File: config.mk
export PLATFORM = sky130hd
export DESIGN_NAME = blk_lock_reg
export DESIGN_NICKNAME = d
export VERILOG_FILES = /design/src/rtl/blk_lock_pkg.sv /design/src/rtl/blk_lock_cell.sv /design/src/rtl/blk_lock_ctrl.sv /design/src/rtl/blk_lock_combine.sv /design/src/rtl/blk_lock_reg.sv
export SDC_FILE = /design/constraint.sdc
export NUM_CORES = 1
export LEC_CHECK = 0
export BUFFER_PORTS_ARGS = -buffer_cell sky130_fd_sc_hd__buf_2
export CAP_MARGIN = 0
export CORE_ASPECT_RATIO = 0.7
export CORE_UTILIZATION = 24
export CTS_CLUSTER_SIZE = 14
export DETAILED_ROUTE_END_ITERATION = 8
export PLACE_DENSITY = 0.67
export REMOVE_ABC_BUFFERS = 1
export SYNTH_ARGS = -nofsm -noshare
export SYNTH_HDL_FRONTEND = slang
export SYNTH_SLANG_ARGS = --single-unit
File: constraint.sdc
create_clock -name clk -period 1.6 [get_ports clk]
set_input_delay 0.16 -clock clk [delete_from_list [all_inputs] [get_ports clk]]
set_output_delay 0.16 -clock clk [all_outputs]
set_load 0.005 [all_outputs]
File: src/rtl/blk_lock_pkg.sv
package blk_lock_pkg;

   // Which region a lock index belongs to, derived from the field sizes.
   typedef enum logic [1:0] {
      REGION_LOW = 2'd0,
      REGION_MID = 2'd1,
      REGION_SHD = 2'd2
   } lock_region_e;

   function automatic lock_region_e region_of(input int unsigned idx,
                                              input int unsigned n_low,
                                              input int unsigned n_mid);
      if (idx < n_low)              return REGION_LOW;
      else if (idx < n_low + n_mid) return REGION_MID;
      else                          return REGION_SHD;
   endfunction

endpackage

File: src/rtl/blk_lock_cell.sv
module blk_lock_cell #(
   parameter bit PRESENT = 1'b1
) (
   input  logic clk,
   input  logic rst_n,
   input  logic nv_i,
   input  logic wr_i,
   input  logic d_i,
   output logic q_o
);

   generate
      if (PRESENT) begin : g_present
         logic q_r;
         always_ff @(posedge clk) begin
            if (!rst_n)    q_r <= nv_i;
            else if (wr_i) q_r <= d_i;
         end
         assign q_o = q_r;
      end else begin : g_absent
         // Absent block: locked permanently, no storage.
         logic unused_in;
         assign unused_in = &{1'b0, clk, rst_n, nv_i, wr_i, d_i};
         assign q_o = 1'b1;
      end
   endgenerate

endmodule

File: src/rtl/blk_lock_ctrl.sv
module blk_lock_ctrl (
   input  logic clk,
   input  logic rst_n,
   input  logic wr_en_i,
   input  logic en_d_i,
   output logic en_o,
   output logic lock_wr_o
);

   logic en_r;

   always_ff @(posedge clk) begin
      if (!rst_n)       en_r <= 1'b0;
      else if (wr_en_i) en_r <= en_d_i;
   end

   // Lock-field writes qualify on the enable value held before this write.
   assign lock_wr_o = wr_en_i & en_r;
   assign en_o      = en_r;

endmodule

File: src/rtl/blk_lock_combine.sv
module blk_lock_combine #(
   parameter int unsigned NBLK = 8
) (
   input  logic [NBLK-1:0] own_lock_i,
   input  logic [NBLK-1:0] sec_lock_i,
   input  logic [NBLK-1:0] pgm_req_i,
   input  logic [NBLK-1:0] ers_req_i,
   output logic [NBLK-1:0] lock_o,
   output logic [NBLK-1:0] pgm_ok_o,
   output logic [NBLK-1:0] ers_ok_o
);

   logic [NBLK-1:0] eff;

   generate
      for (genvar i = 0; i < NBLK; i++) begin : g_blk
         assign eff[i]      = own_lock_i[i] | sec_lock_i[i];
         assign pgm_ok_o[i] = pgm_req_i[i] & ~eff[i];
         assign ers_ok_o[i] = ers_req_i[i] & ~eff[i];
      end
   endgenerate

   assign lock_o = eff;

endmodule

File: src/rtl/blk_lock_reg.sv
module blk_lock_reg #(
   parameter int unsigned DATA_W = 32,
   parameter int unsigned N_LOW  = 8,
   parameter int unsigned N_MID  = 4,
   parameter int unsigned N_SHD  = 2,
   parameter logic [N_LOW+N_MID+N_SHD-1:0] BLK_PRESENT = 14'h17FF
) (
   input  logic                         clk,
   input  logic                         rst_n,
   input  logic [N_LOW+N_MID+N_SHD-1:0] nv_lock_i,
   input  logic                         wr_en_i,
   input  logic [DATA_W-1:0]            wr_data_i,
   output logic [DATA_W-1:0]            rd_data_o,
   input  logic [N_LOW+N_MID+N_SHD-1:0] sec_lock_i,
   output logic [N_LOW+N_MID+N_SHD-1:0] lock_o,
   input  logic [N_LOW+N_MID+N_SHD-1:0] pgm_req_i,
   input  logic [N_LOW+N_MID+N_SHD-1:0] ers_req_i,
   output logic [N_LOW+N_MID+N_SHD-1:0] pgm_ok_o,
   output logic [N_LOW+N_MID+N_SHD-1:0] ers_ok_o
);
   import blk_lock_pkg::*;

   localparam int unsigned NBLK   = N_LOW + N_MID + N_SHD;
   localparam int unsigned EN_POS = DATA_W - 1;
   localparam int unsigned RSV_W  = DATA_W - 1 - NBLK;

   generate
      if (N_LOW == 0 || N_SHD == 0) begin : g_bad_fields
         $error("blk_lock_reg: low and shadow fields need at least one bit");
      end
      if (NBLK + 2 > DATA_W) begin : g_bad_width
         $error("blk_lock_reg: lock fields leave no room for reserved and enable bits");
      end
   endgenerate

   logic            en_q;
   logic            lock_wr;
   logic [NBLK-1:0] lock_q;

   blk_lock_ctrl u_ctrl (
      .clk       (clk),
      .rst_n     (rst_n),
      .wr_en_i   (wr_en_i),
      .en_d_i    (wr_data_i[EN_POS]),
      .en_o      (en_q),
      .lock_wr_o (lock_wr)
   );

   generate
      for (genvar i = 0; i < NBLK; i++) begin : g_lock
         localparam lock_region_e REGION = region_of(i, N_LOW, N_MID);
         if (REGION == REGION_SHD || REGION == REGION_MID || REGION == REGION_LOW) begin : g_cell
            blk_lock_cell #(.PRESENT(BLK_PRESENT[i])) u_cell (
               .clk   (clk),
               .rst_n (rst_n),
               .nv_i  (nv_lock_i[i]),
               .wr_i  (lock_wr),
               .d_i   (wr_data_i[i]),
               .q_o   (lock_q[i])
            );
         end
      end
   endgenerate

   assign rd_data_o = {en_q, {RSV_W{1'b0}}, lock_q};

   blk_lock_combine #(.NBLK(NBLK)) u_comb (
      .own_lock_i (lock_q),
      .sec_lock_i (sec_lock_i),
      .pgm_req_i  (pgm_req_i),
      .ers_req_i  (ers_req_i),
      .lock_o     (lock_o),
      .pgm_ok_o   (pgm_ok_o),
      .ers_ok_o   (ers_ok_o)
   );

endmodule

==> impl_results.md, run 1 <==
- WL met3: 286 um
- R2R cell count: 3
- Synth cell types: 13
- Violated checks: DRC
- Non-Filler Instances: 287
- RR Startpoint: u_ctrl.en_o
- RSZ-0062 raised after global routing: false
- Die Span Y: 59.4 um
- Die area: 0.00499 mm2
- Detailed Place HPWL: 2.12 mm
- Hold Crit Depth: 3
- Post-Route WL: 2.41 mm
- Area leader, netlist: edfxtp_1
- FF/Latch Area: 380 um2
- CTS buffer count: 3
- Die W: around 84 um
- Area share of the largest cell type after synthesis: 31.9%
- Sequential area share after synthesis: between 30 and 40%
- DR vias/cell: 3.65
- Synth top area cells: edfxtp_1 32%, buf_4 25%, mux2_4 11%
- GR Util All Layers: a little under a tenth
- Ratio of cells with drive above 1 in the final layout: 60.8%
- Nets: between 300 and 400
- Commonest non-fill, non-tap cell in the layout: buf_2
- Largest net degree at the start of global routing: 15
- Cell Pwr Density: 609 mW/mm2
- Initial antenna violation count: 0
- Std cell rows: 20
- WP data required: 1.44 ns
- # IOs: approximately 170
- Total gr overflow: 0
- Switching pwr: 0.243 mW
- Worst hold margin: between 0.15 and 0.2 ns
- Worst-case hold path end point: u_ctrl.en_o
- DR WL met2: 1.22 mm
- Root buffer cell: clkbuf_8
- Dpl cells: 283
- Hold_buf cts: 0
- Global-route wire length before repair: 3.44 mm
- Clk Latency, worst-skew pair: ~0.24 ns
- Vias: 1047
- Filler cells: 466
- Slew Viols, Final: 0
- Total core area: 0.00443 mm2
- Vias in the first global route: 821
- Post-CTS sizing: 0
- Reg2reg end: g_lock[8].g_cell.u_cell.q_o
- Crit path launch: g_lock[12].g_cell.u_cell.q_o
- Syn_area_per_cell: 8.68 um2
- Final setup violating endpoints: 0
- Routed len/inst: 8.38 um
- Status: finished, violations left
- Ys Warns: 0
- Startpoint types: flip-flop
- Internal: 0.735 mW
- Starting density of the core: about 25%
- Commonest non-fill, non-tap cells in the layout: 112 x buf_2, 25 x conb_1, 24 x inv_1, 24 x nor2_1
- Antenna diodes: 0
- CTS tree: yes
- Final min period: 1.31 ns
- Peak Freq: 766 MHz
- Max-capacitance violation count: 0
- Crit Path Class: flip-flop to primary output
- Crit share post-route: 81.6%
- Mapped Cells: 130
- Max Root-Sink Buffers: 2
- Final setup TNS: 0 ns
- Cell leakage power: 1.00 nW
- Area Overhead vs Synth: 42.5%
- Fin. Hold Viols: 0
- Comb power frac: 27.5%
- Seq pwr share: between 40% and 50%
- Starting DRT DRC Count: 29
- Top sig layer: met4
- Max Clock Skew: ~0.00095 ns
- WP data arrival: 1.15 ns
- CTS sink count: 13
- Mapped Area: 0.00113 mm2
- Clock-pin transition on the worst setup and hold timing paths: roughly 0.060 ns
- Worst vdd rail ir drop: ~0.36 mV
- DR pass1 iterations: 6
- Critical path peak fanout: 3
- Reg2reg setup slack: about 0.65 ns
- Area occupied by multi-input gates: 448 um2
- Crit. End Element: primary output
- Part of the power in the clock network: 30.2%
- Antenna viol nets, final: 0
- DRC errors left: 20
- Worst min path class: input port to flip-flop
- Final GP Congestion: 0.713
- Hold path start: wr_data_i[31]
- M1 wire length: 884 um
- H-tree depth: 1
- Setup Fix Bufs, Post-CTS: 0
- PortBufs: 112
- Switching part of the total: 24.8%
- FF+latch count, synth: 13
[stage by stage]
| stage | cell area (um2) | power [mW] | setup slack (ns) | utilization [%] |
|---|---|---|---|---|
| floorplan | 918 | 0.533 | 0.574 | - |
| CTS | 1610 | 1.00 | 0.250 | 36.3 |
| global route | 1610 | 1.05 | 0.185 | 36.3 |
| detailed placement | 1560 | 0.695 | 0.439 | 35.3 |
| global placement | 1560 | 0.688 | 0.450 | 35.3 |
| finish | 1610 | 0.979 | 0.294 | 36.3 |
[Yosys cell counts]
cell	n
edfxtp_1	12
nor2_1	24
inv_1	24
mux2i_1	1
conb_1	2
buf_6	1
nand2_1	2
buf_4	38
nor2b_1	1
mux2_2	4
or2_2	12
mux2_4	8
dfxtp_1	1
[cell type report]
class | instances | share of cell area, %
Timing Repair Buffer | 114 | 35.8
Multi-Input combinational cell | 77 | 27.9
Sequential cell | 13 | 23.7
Inverter | 24 | 5.60
Tap cell | 55 | 4.28
Clock buffer | 4 | 2.80
[metal layers]
metal | vias to the layer above | GRT usage, %
met3 | 2 | 4.46
met5 | - | 0
met1 | 441 | 8.46
met4 | 0 | 2.22
met2 | 73 | 18.9
li1 | 531 | -
[power by group through the flow]
stage	Combinational (mW)	Sequential (mW)	Clock, mW
floorplan	0.110	0.423	0
global placement	0.268	0.420	0
detailed placement	0.273	0.421	0
CTS	0.273	0.415	0.316
global route	0.301	0.419	0.331
finish	0.269	0.414	0.296
[registers in the layout, indices dropped and copies added (netlist names)]
register and cells:
g_lock.g_cell.u_cell.q_o 12, u_ctrl.en_o 1
[kinds of logic after synthesis]
logic type             count (synthesis)  synth area share, %
buffers and inverters                 63                 34.3
and+or+nand+nor                       39                 15.9
muxes                                 13                 15.5
DFF                                   13                 33.7
other                                  2                0.665
[worst max-delay path by stage]
stage                                       end  depth (start not counted)  slack [ns]
floorplan           g_lock[0].g_cell.u_cell.q_o                          2        0.57
global placement    g_lock[5].g_cell.u_cell.q_o                          2        0.45
detailed placement  g_lock[7].g_cell.u_cell.q_o                          2        0.44
CTS                                pgm_ok_o[12]                          3        0.25
global route                       pgm_ok_o[10]                          3        0.19
finish                             pgm_ok_o[12]                          3        0.29
[critical path: stages, from the launching register on]
cell and delay [ns]:
edfxtp_1 0.38, or2_2 0.30, nor2_1 0.10, buf_2 0.12
No activity file was read; power rests on OpenSTA's default activity.
==> inputs of run 2 (changes only) <==
==> constraint.sdc (replaced) <==
create_clock -name clk -period 1.3 [get_ports clk]
set_input_delay 0.13 -clock clk [delete_from_list [all_inputs] [get_ports clk]]
set_output_delay 0.13 -clock clk [all_outputs]
set_load 0.005 [all_outputs]
==> run 2 against run 1 <==
The run still ends with DRC left. Sequential power is 24% higher. Via count is 0.38% higher. Total power is 26% higher. Register-to-register slack worse by 0.30 ns. Die area stayed put. Critical path depth stayed put. Sequential share of layout area is 0.57 points lower. Worst setup slack worse by 0.24 ns. Cell count is 0.35% higher. Flip-flop and latch count stayed put. Critical path type unchanged. Largest cell class unchanged. Largest power group unchanged.
==> impl_results.md, run 2 (synthesis results as in run 1) <==
- Status: finished, violations left (unchanged)
- Violated checks: DRC (unchanged)
- Switching part of the total: 25.2% (was 24.8%)
- Final setup TNS: 0 ns (unchanged)
- PortBufs: 112 (unchanged)
- Post-Route WL: 2.50 mm (was 2.41 mm)
- Post-route setup slack: 0.0519 ns (was 0.294 ns)
- Max Clock Skew: 0.00401 ns (was 0.000949 ns)
- Crit share post-route: 96.0%
- Dpl cell area: 0.00156 mm2 (unchanged)
- DR pass1 iterations: 6 (unchanged)
- Starting density of the core: 25.5% (unchanged)
- Largest register FFs: 12 (unchanged)
- Root buffer cell: clkbuf_8 (unchanged)
- Setup slack at placement: 0.159 ns (was 0.439 ns)
- Hold_buf cts: 0 (unchanged)
- Antenna diodes: 0 (unchanged)
- CTS sink count: 13 (unchanged)
- CTS tree: yes (unchanged)
- Starting DRT DRC Count: 36 (was 29)
- Critical path peak fanout: 3 (unchanged)
- Global-route wire length before repair: 3.45 mm (was 3.44 mm)
- Routed len/inst: 8.66 um (was 8.38 um)
- Cell leakage power: 1.02 nW (was 1.00 nW)
- Commonest non-fill, non-tap cell in the layout: buf_2 (unchanged)
- Worst vdd rail ir drop: 0.492 mV (was 0.359 mV)
- Initial antenna violation count: 0 (unchanged)
- Crit Path Class: flip-flop to primary output (unchanged)
- Antenna viol nets, final: 0 (unchanged)
- Largest net degree at the start of global routing: 15 (unchanged)
- Part of the power in the clock network: 29.8% (was 30.2%)
- Die W: 84.0 um (unchanged)
- Max-capacitance violation count: 0 (unchanged)
- Switching pwr: 0.310 mW (was 0.243 mW)
- Max Root-Sink Buffers: 2 (unchanged)
- DR vias/cell: 3.65 (about the same)
- Non-Filler Instances: 288 (was 287)
- Fin. Hold Viols: 0 (unchanged)
- Worst min path class: input port to flip-flop (unchanged)
- Design Area, Final: 0.00165 mm2 (was 0.00161 mm2)
- Nets: 325 (was 324)
- Ratio of cells with drive above 1 in the final layout: 62.7% (was 60.8%)
- Die area: 0.00499 mm2 (unchanged)
- WP data arrival: 1.12 ns (was 1.15 ns)
- Slowest-stage cell, CP: edfxtp_1 (unchanged)
- Clk Latency, worst-skew pair: 0.24 ns (about the same)
- Std cell rows: 20 (unchanged)
- Delay-heaviest family, CP: simple AND/OR/NAND/NOR gates (unchanged)
- Total core area: 0.00443 mm2 (unchanged)
- Total gr overflow: 0 (unchanged)
- Internal: 0.920 mW (was 0.735 mW)
- Commonest non-fill, non-tap cells in the layout: 112 x buf_2, 25 x conb_1, 24 x inv_1 (was 112 x buf_2, 25 x conb_1, 24 x inv_1, 24 x nor2_1)
- Seq pwr share: 41.6% (was 42.3%)
- Peak Freq: 801 MHz
- DRC errors left: 20 (unchanged)
- Vias in the first global route: 810 (was 821)
- # IOs: 165 (unchanged)
- CP peak stage delay: 0.37 ns (was 0.38 ns)
- Final min period: 1.25 ns
- Cell Pwr Density: 747 mW/mm2 (was 609 mW/mm2)
- H-tree depth: 1 (unchanged)
- Die Span Y: 59.4 um (unchanged)
- Final GP Congestion: 0.712 (was 0.713)
- Final setup violating endpoints: 0 (unchanged)
- Dpl cells: 283 (unchanged)
- Slew Viols, Final: 0 (unchanged)
- Vias: 1051 (was 1047)
- GR Util All Layers: 9.30% (was 9.27%)
- CP bufs+invs: 1 (unchanged)
- Startpoint types: flip-flop (unchanged)
- Detailed Place HPWL: 2.11 mm (was 2.12 mm)
- WP data required: 1.17 ns (was 1.44 ns)
- Crit. End Element: primary output (unchanged)
- Area Overhead vs Synth: 46.0% (was 42.5%)
- Comb power frac: 28.6% (was 27.5%)
- CTS buffer count: 3 (unchanged)
- Final core occ: 37.2% (was 36.3%)
- Worst-path cell chain: or2_2 > nor2_1 > buf_2 (unchanged)
- Clock-pin transition on the worst setup and hold timing paths: 0.06 ns (about the same)
- RSZ-0062 raised after global routing: false (unchanged)
==> run 2: cell count changes in the layout (fill, tap and decap cells not counted), sizes merged <==
cell / previous run / this run
buf: 114 / 115
==> run 2: timing repair <==
action	CTS	global route
buffers inserted	1	0
resized for setup	2	11
endpoints found under the setup margin	2	17
==> run 2: metrics by stage <==
| step | hold slack (ns) | total power [mW] |
|---|---|---|
| 2_1_floorplan | 0.258 | 0.657 |
| 3_3_place_gp | 0.384 | 0.847 |
| 3_5_place_dp | 0.403 | 0.855 |
| 4_1_cts | 0.144 | 1.24 |
| 5_1_grt | 0.167 | 1.32 |
| 6_report | 0.152 | 1.23 |
==> run 2: layer usage <==
layer	global-route usage, %	routed length, um	vias up
met4	2.22	19	0
met5	0	0	-
met2	18.1	1230	73
met1	9.24	953	445
met3	4.18	291	2
li1	-	-	531
==> run 2: cell type report <==
class,instances,area [um2]
clock buffers,4,45.0
fillers,461,2780
inverters,24,90.1
multi-input cells,77,480
flip-flops and latches,13,380
well taps,55,68.8
repair buffers,115,583
==> run 2: power by group through the flow <==
stage	sequential [mW]	clock (mW)	combinational (mW)
after floorplan	0.521	0	0.135
after global placement	0.517	0	0.330
after detailed placement	0.519	0	0.337
after CTS	0.511	0.388	0.342
after global routing	0.516	0.410	0.392
final	0.512	0.366	0.352
==> run 2: worst register-to-register path: cells and delay by family (launching register included) <==
| kind | cells | cell delay, ns |
|---|---|---|
| buffers and inverters | 1 | 0.18 |
| DFF | 1 | 0.35 |
| and+or+nand+nor | 2 | 0.13 |
==> run 2: path summary, 6_finish.rpt <==
check	from	to	slack, ns	cells after the start
min reg2reg	u_ctrl.en_o	u_ctrl.en_o	0.55	2
max reg2reg	u_ctrl.en_o	g_lock[10].g_cell.u_cell.q_o	0.35	3
max	g_lock[9].g_cell.u_cell.q_o	pgm_ok_o[9]	0.05	3
min	wr_data_i[31]	u_ctrl.en_o	0.15	3
==> inputs of run 3 (changes only) <==
==> constraint.sdc (replaced) <==
create_clock -name clk -period 1.4 [get_ports clk]
set_input_delay 0.14 -clock clk [delete_from_list [all_inputs] [get_ports clk]]
set_output_delay 0.14 -clock clk [all_outputs]
set_load 0.005 [all_outputs]
==> run 3 against run 2 <==
The flow still finishes with violations (DRC). Register-to-register slack improved by 0.09 ns. Via count decreased by 1.0%. Clock skew is 0.0012 ns lower. Flip-flop and latch count unchanged. Sequential power fell by 7.6%. Hold slack better by 0.0022 ns. Worst setup slack improved by 0.050 ns. Clock power fell by 7.7%. First-iteration DRC count decreased by 19%. Die area did not move. Critical path type unchanged. Highest routed layer unchanged.
==> impl_results.md, run 3 (synthesis results as in run 1) <==
- Final GP Congestion: 0.713 (was 0.712)
- Clk Latency, worst-skew pair: 0.24 ns (about the same)
- CTS buffer count: 3 (unchanged)
- Detailed Place HPWL: 2.13 mm (was 2.11 mm)
- Max Root-Sink Buffers: 2 (unchanged)
- R2R cell count: 3 (unchanged)
- Reg2reg end: g_lock[1].g_cell.u_cell.q_o (was g_lock[10].g_cell.u_cell.q_o)
- DR pass1 iterations: 6 (unchanged)
- Final setup violating endpoints: 0 (unchanged)
- Largest register FFs: 12 (unchanged)
- Area Overhead vs Synth: 42.5% (was 46.0%)
- Antenna diodes: 0 (unchanged)
- Reg2reg setup slack: 0.44 ns (was 0.35 ns)
- Starting density of the core: 25.5% (unchanged)
- Global-route wire length before repair: 3.28 mm (was 3.45 mm)
- Initial antenna violation count: 0 (unchanged)
- WP data arrival: 1.16 ns (was 1.12 ns)
- Slowest-stage cell, CP: edfxtp_1 (unchanged)
- Starting DRT DRC Count: 29 (was 36)
- Hold Crit Depth: 3 (unchanged)
- Max-capacitance violation count: 0 (unchanged)
- PortBufs: 112 (unchanged)
- Design Area, Final: 0.00161 mm2 (was 0.00165 mm2)
- CTS tree: yes (unchanged)
- Hold path start: wr_data_i[31] (unchanged)
- Worst vdd rail ir drop: 0.490 mV (was 0.492 mV)
- Die area: 0.00499 mm2 (unchanged)
- Dpl cell area: 0.00156 mm2 (unchanged)
- RSZ-0062 raised after global routing: false (unchanged)
- Final min period: 1.30 ns
- WP data required: 1.26 ns (was 1.17 ns)
- Total gr overflow: 0 (unchanged)
- DR vias/cell: 3.62 (was 3.65)
- DRC errors left: 20 (unchanged)
- Peak Freq: between 700 and 800 MHz
- Status: finished, violations left (unchanged)
- # IOs: 165 (unchanged)
- Startpoint types: flip-flop (unchanged)
- Setup Fix Bufs, Post-CTS: 0 (was 1)
- Critical path peak fanout: 3 (unchanged)
- Post-Route WL: 2.44 mm (was 2.50 mm)
- Die W: 84.0 um (unchanged)
- Violated checks: DRC (unchanged)
- Routed len/inst: 8.50 um (was 8.66 um)
- Setup slack at placement: 0.255 ns (was 0.159 ns)
- Worst-case hold path end point: u_ctrl.en_o (unchanged)
- Total core area: 0.00443 mm2 (unchanged)
- Nets: 324 (was 325)
- Worst min path class: input port to flip-flop (unchanged)
- Vias: 1040 (was 1051)
- Fin. Hold Viols: 0 (unchanged)
- Root buffer cell: clkbuf_8 (unchanged)
- Crit. End Element: primary output (unchanged)
- Commonest non-fill, non-tap cells in the layout: 112 x buf_2, 25 x conb_1, 24 x inv_1, 24 x nor2_1 (was 112 x buf_2, 25 x conb_1, 24 x inv_1)
- GR Util All Layers: 8.90% (was 9.30%)
- CTS sink count: 13 (unchanged)
- Cell Pwr Density: 697 mW/mm2 (was 747 mW/mm2)
- Worst-path cell chain: or2_2 > nor2_1 > buf_2 (unchanged)
- Max Clock Skew: 0.00282 ns (was 0.00401 ns)
- CP peak stage delay: 0.39 ns (was 0.37 ns)
- Vias in the first global route: 768 (was 810)
- Crit share post-route: 92.7%
- Ratio of cells with drive above 1 in the final layout: 60.8% (was 62.7%)
- RR Startpoint: u_ctrl.en_o (unchanged)
- Hold_buf cts: 0 (unchanged)
- Post-CTS sizing: 0 (was 2)
- Largest net degree at the start of global routing: 15 (unchanged)
- Clock-pin transition on the worst setup and hold timing paths: 0.06 ns (about the same)
- Filler cells: 468 (was 461)
- Post-route setup slack: 0.102 ns (was 0.0519 ns)
- H-tree depth: 1 (unchanged)
- Final setup TNS: 0 ns (unchanged)
- Die Span Y: 59.4 um (unchanged)
- Std cell rows: 20 (unchanged)
- Crit Path Class: flip-flop to primary output (unchanged)
- Slew Viols, Final: 0 (unchanged)
- Commonest non-fill, non-tap cell in the layout: buf_2 (unchanged)
- Antenna viol nets, final: 0 (unchanged)
- Cell leakage power: 1.00 nW (was 1.02 nW)
==> run 3: cell types whose count changed in the layout (fill, tap and decap cells not counted), sizes merged <==
cell	before	now
buf	115	114
==> run 3: final cells by class <==
cell class | count | area [um2] | share of cell area [%]
Inverter | 24 | 90.1 | 5.60
Timing Repair Buffer | 114 | 576 | 35.8
Sequential cell | 13 | 380 | 23.7
Clock buffer | 4 | 45.0 | 2.80
Multi-Input combinational cell | 77 | 448 | 27.9
Tap cell | 55 | 68.8 | 4.28
==> run 3: worst max path at each step <==
stage	startpoint	endpoint	slack [ns]	depth (start not counted)
after detailed placement	rst_n	g_lock[4].g_cell.u_cell.q_o	0.26	2
after CTS	g_lock[12].g_cell.u_cell.q_o	pgm_ok_o[12]	0.08	3
after floorplan	u_ctrl.en_o	g_lock[0].g_cell.u_cell.q_o	0.37	2
after global placement	rst_n	g_lock[5].g_cell.u_cell.q_o	0.27	2
after global routing	g_lock[12].g_cell.u_cell.q_o	pgm_ok_o[12]	0.03	3
final	g_lock[12].g_cell.u_cell.q_o	pgm_ok_o[12]	0.10	3
==> run 3: worst max-delay path: cells and delay by family, from the launching register on <==
kind                   cells  cell delay [ns]
flip-flops                 1             0.39
AND/OR/NAND/NOR            2             0.40
buffers and inverters      1             0.12
==> run 3: metal layers <==
layer  GRT usage, %  share of wire [%]  vias up
met4           2.22               0.78        0
met5              0                  0        -
met1           8.79                 39      435
met3           3.90                 11        2
met2           17.4                 49       73
li1               -                  -      530
==> run 3: report_power, final <==
part           internal (mW)  switching (mW)
logic                  0.179           0.131
registers              0.461          0.0122
clock network          0.201           0.137
total                  0.841           0.280
==> run 3: stage by stage <==
stage | total power [mW] | util [%] | hold slack (ns) | instances
floorplan | 0.610 | - | 0.268 | 114
global placement | 0.787 | 35.3 | 0.395 | 283
detailed placement | 0.795 | 35.3 | 0.402 | 283
CTS | 1.15 | 36.3 | 0.144 | 287
global route | 1.20 | 36.3 | 0.175 | 287
finish | 1.12 | 36.3 | 0.154 | 287
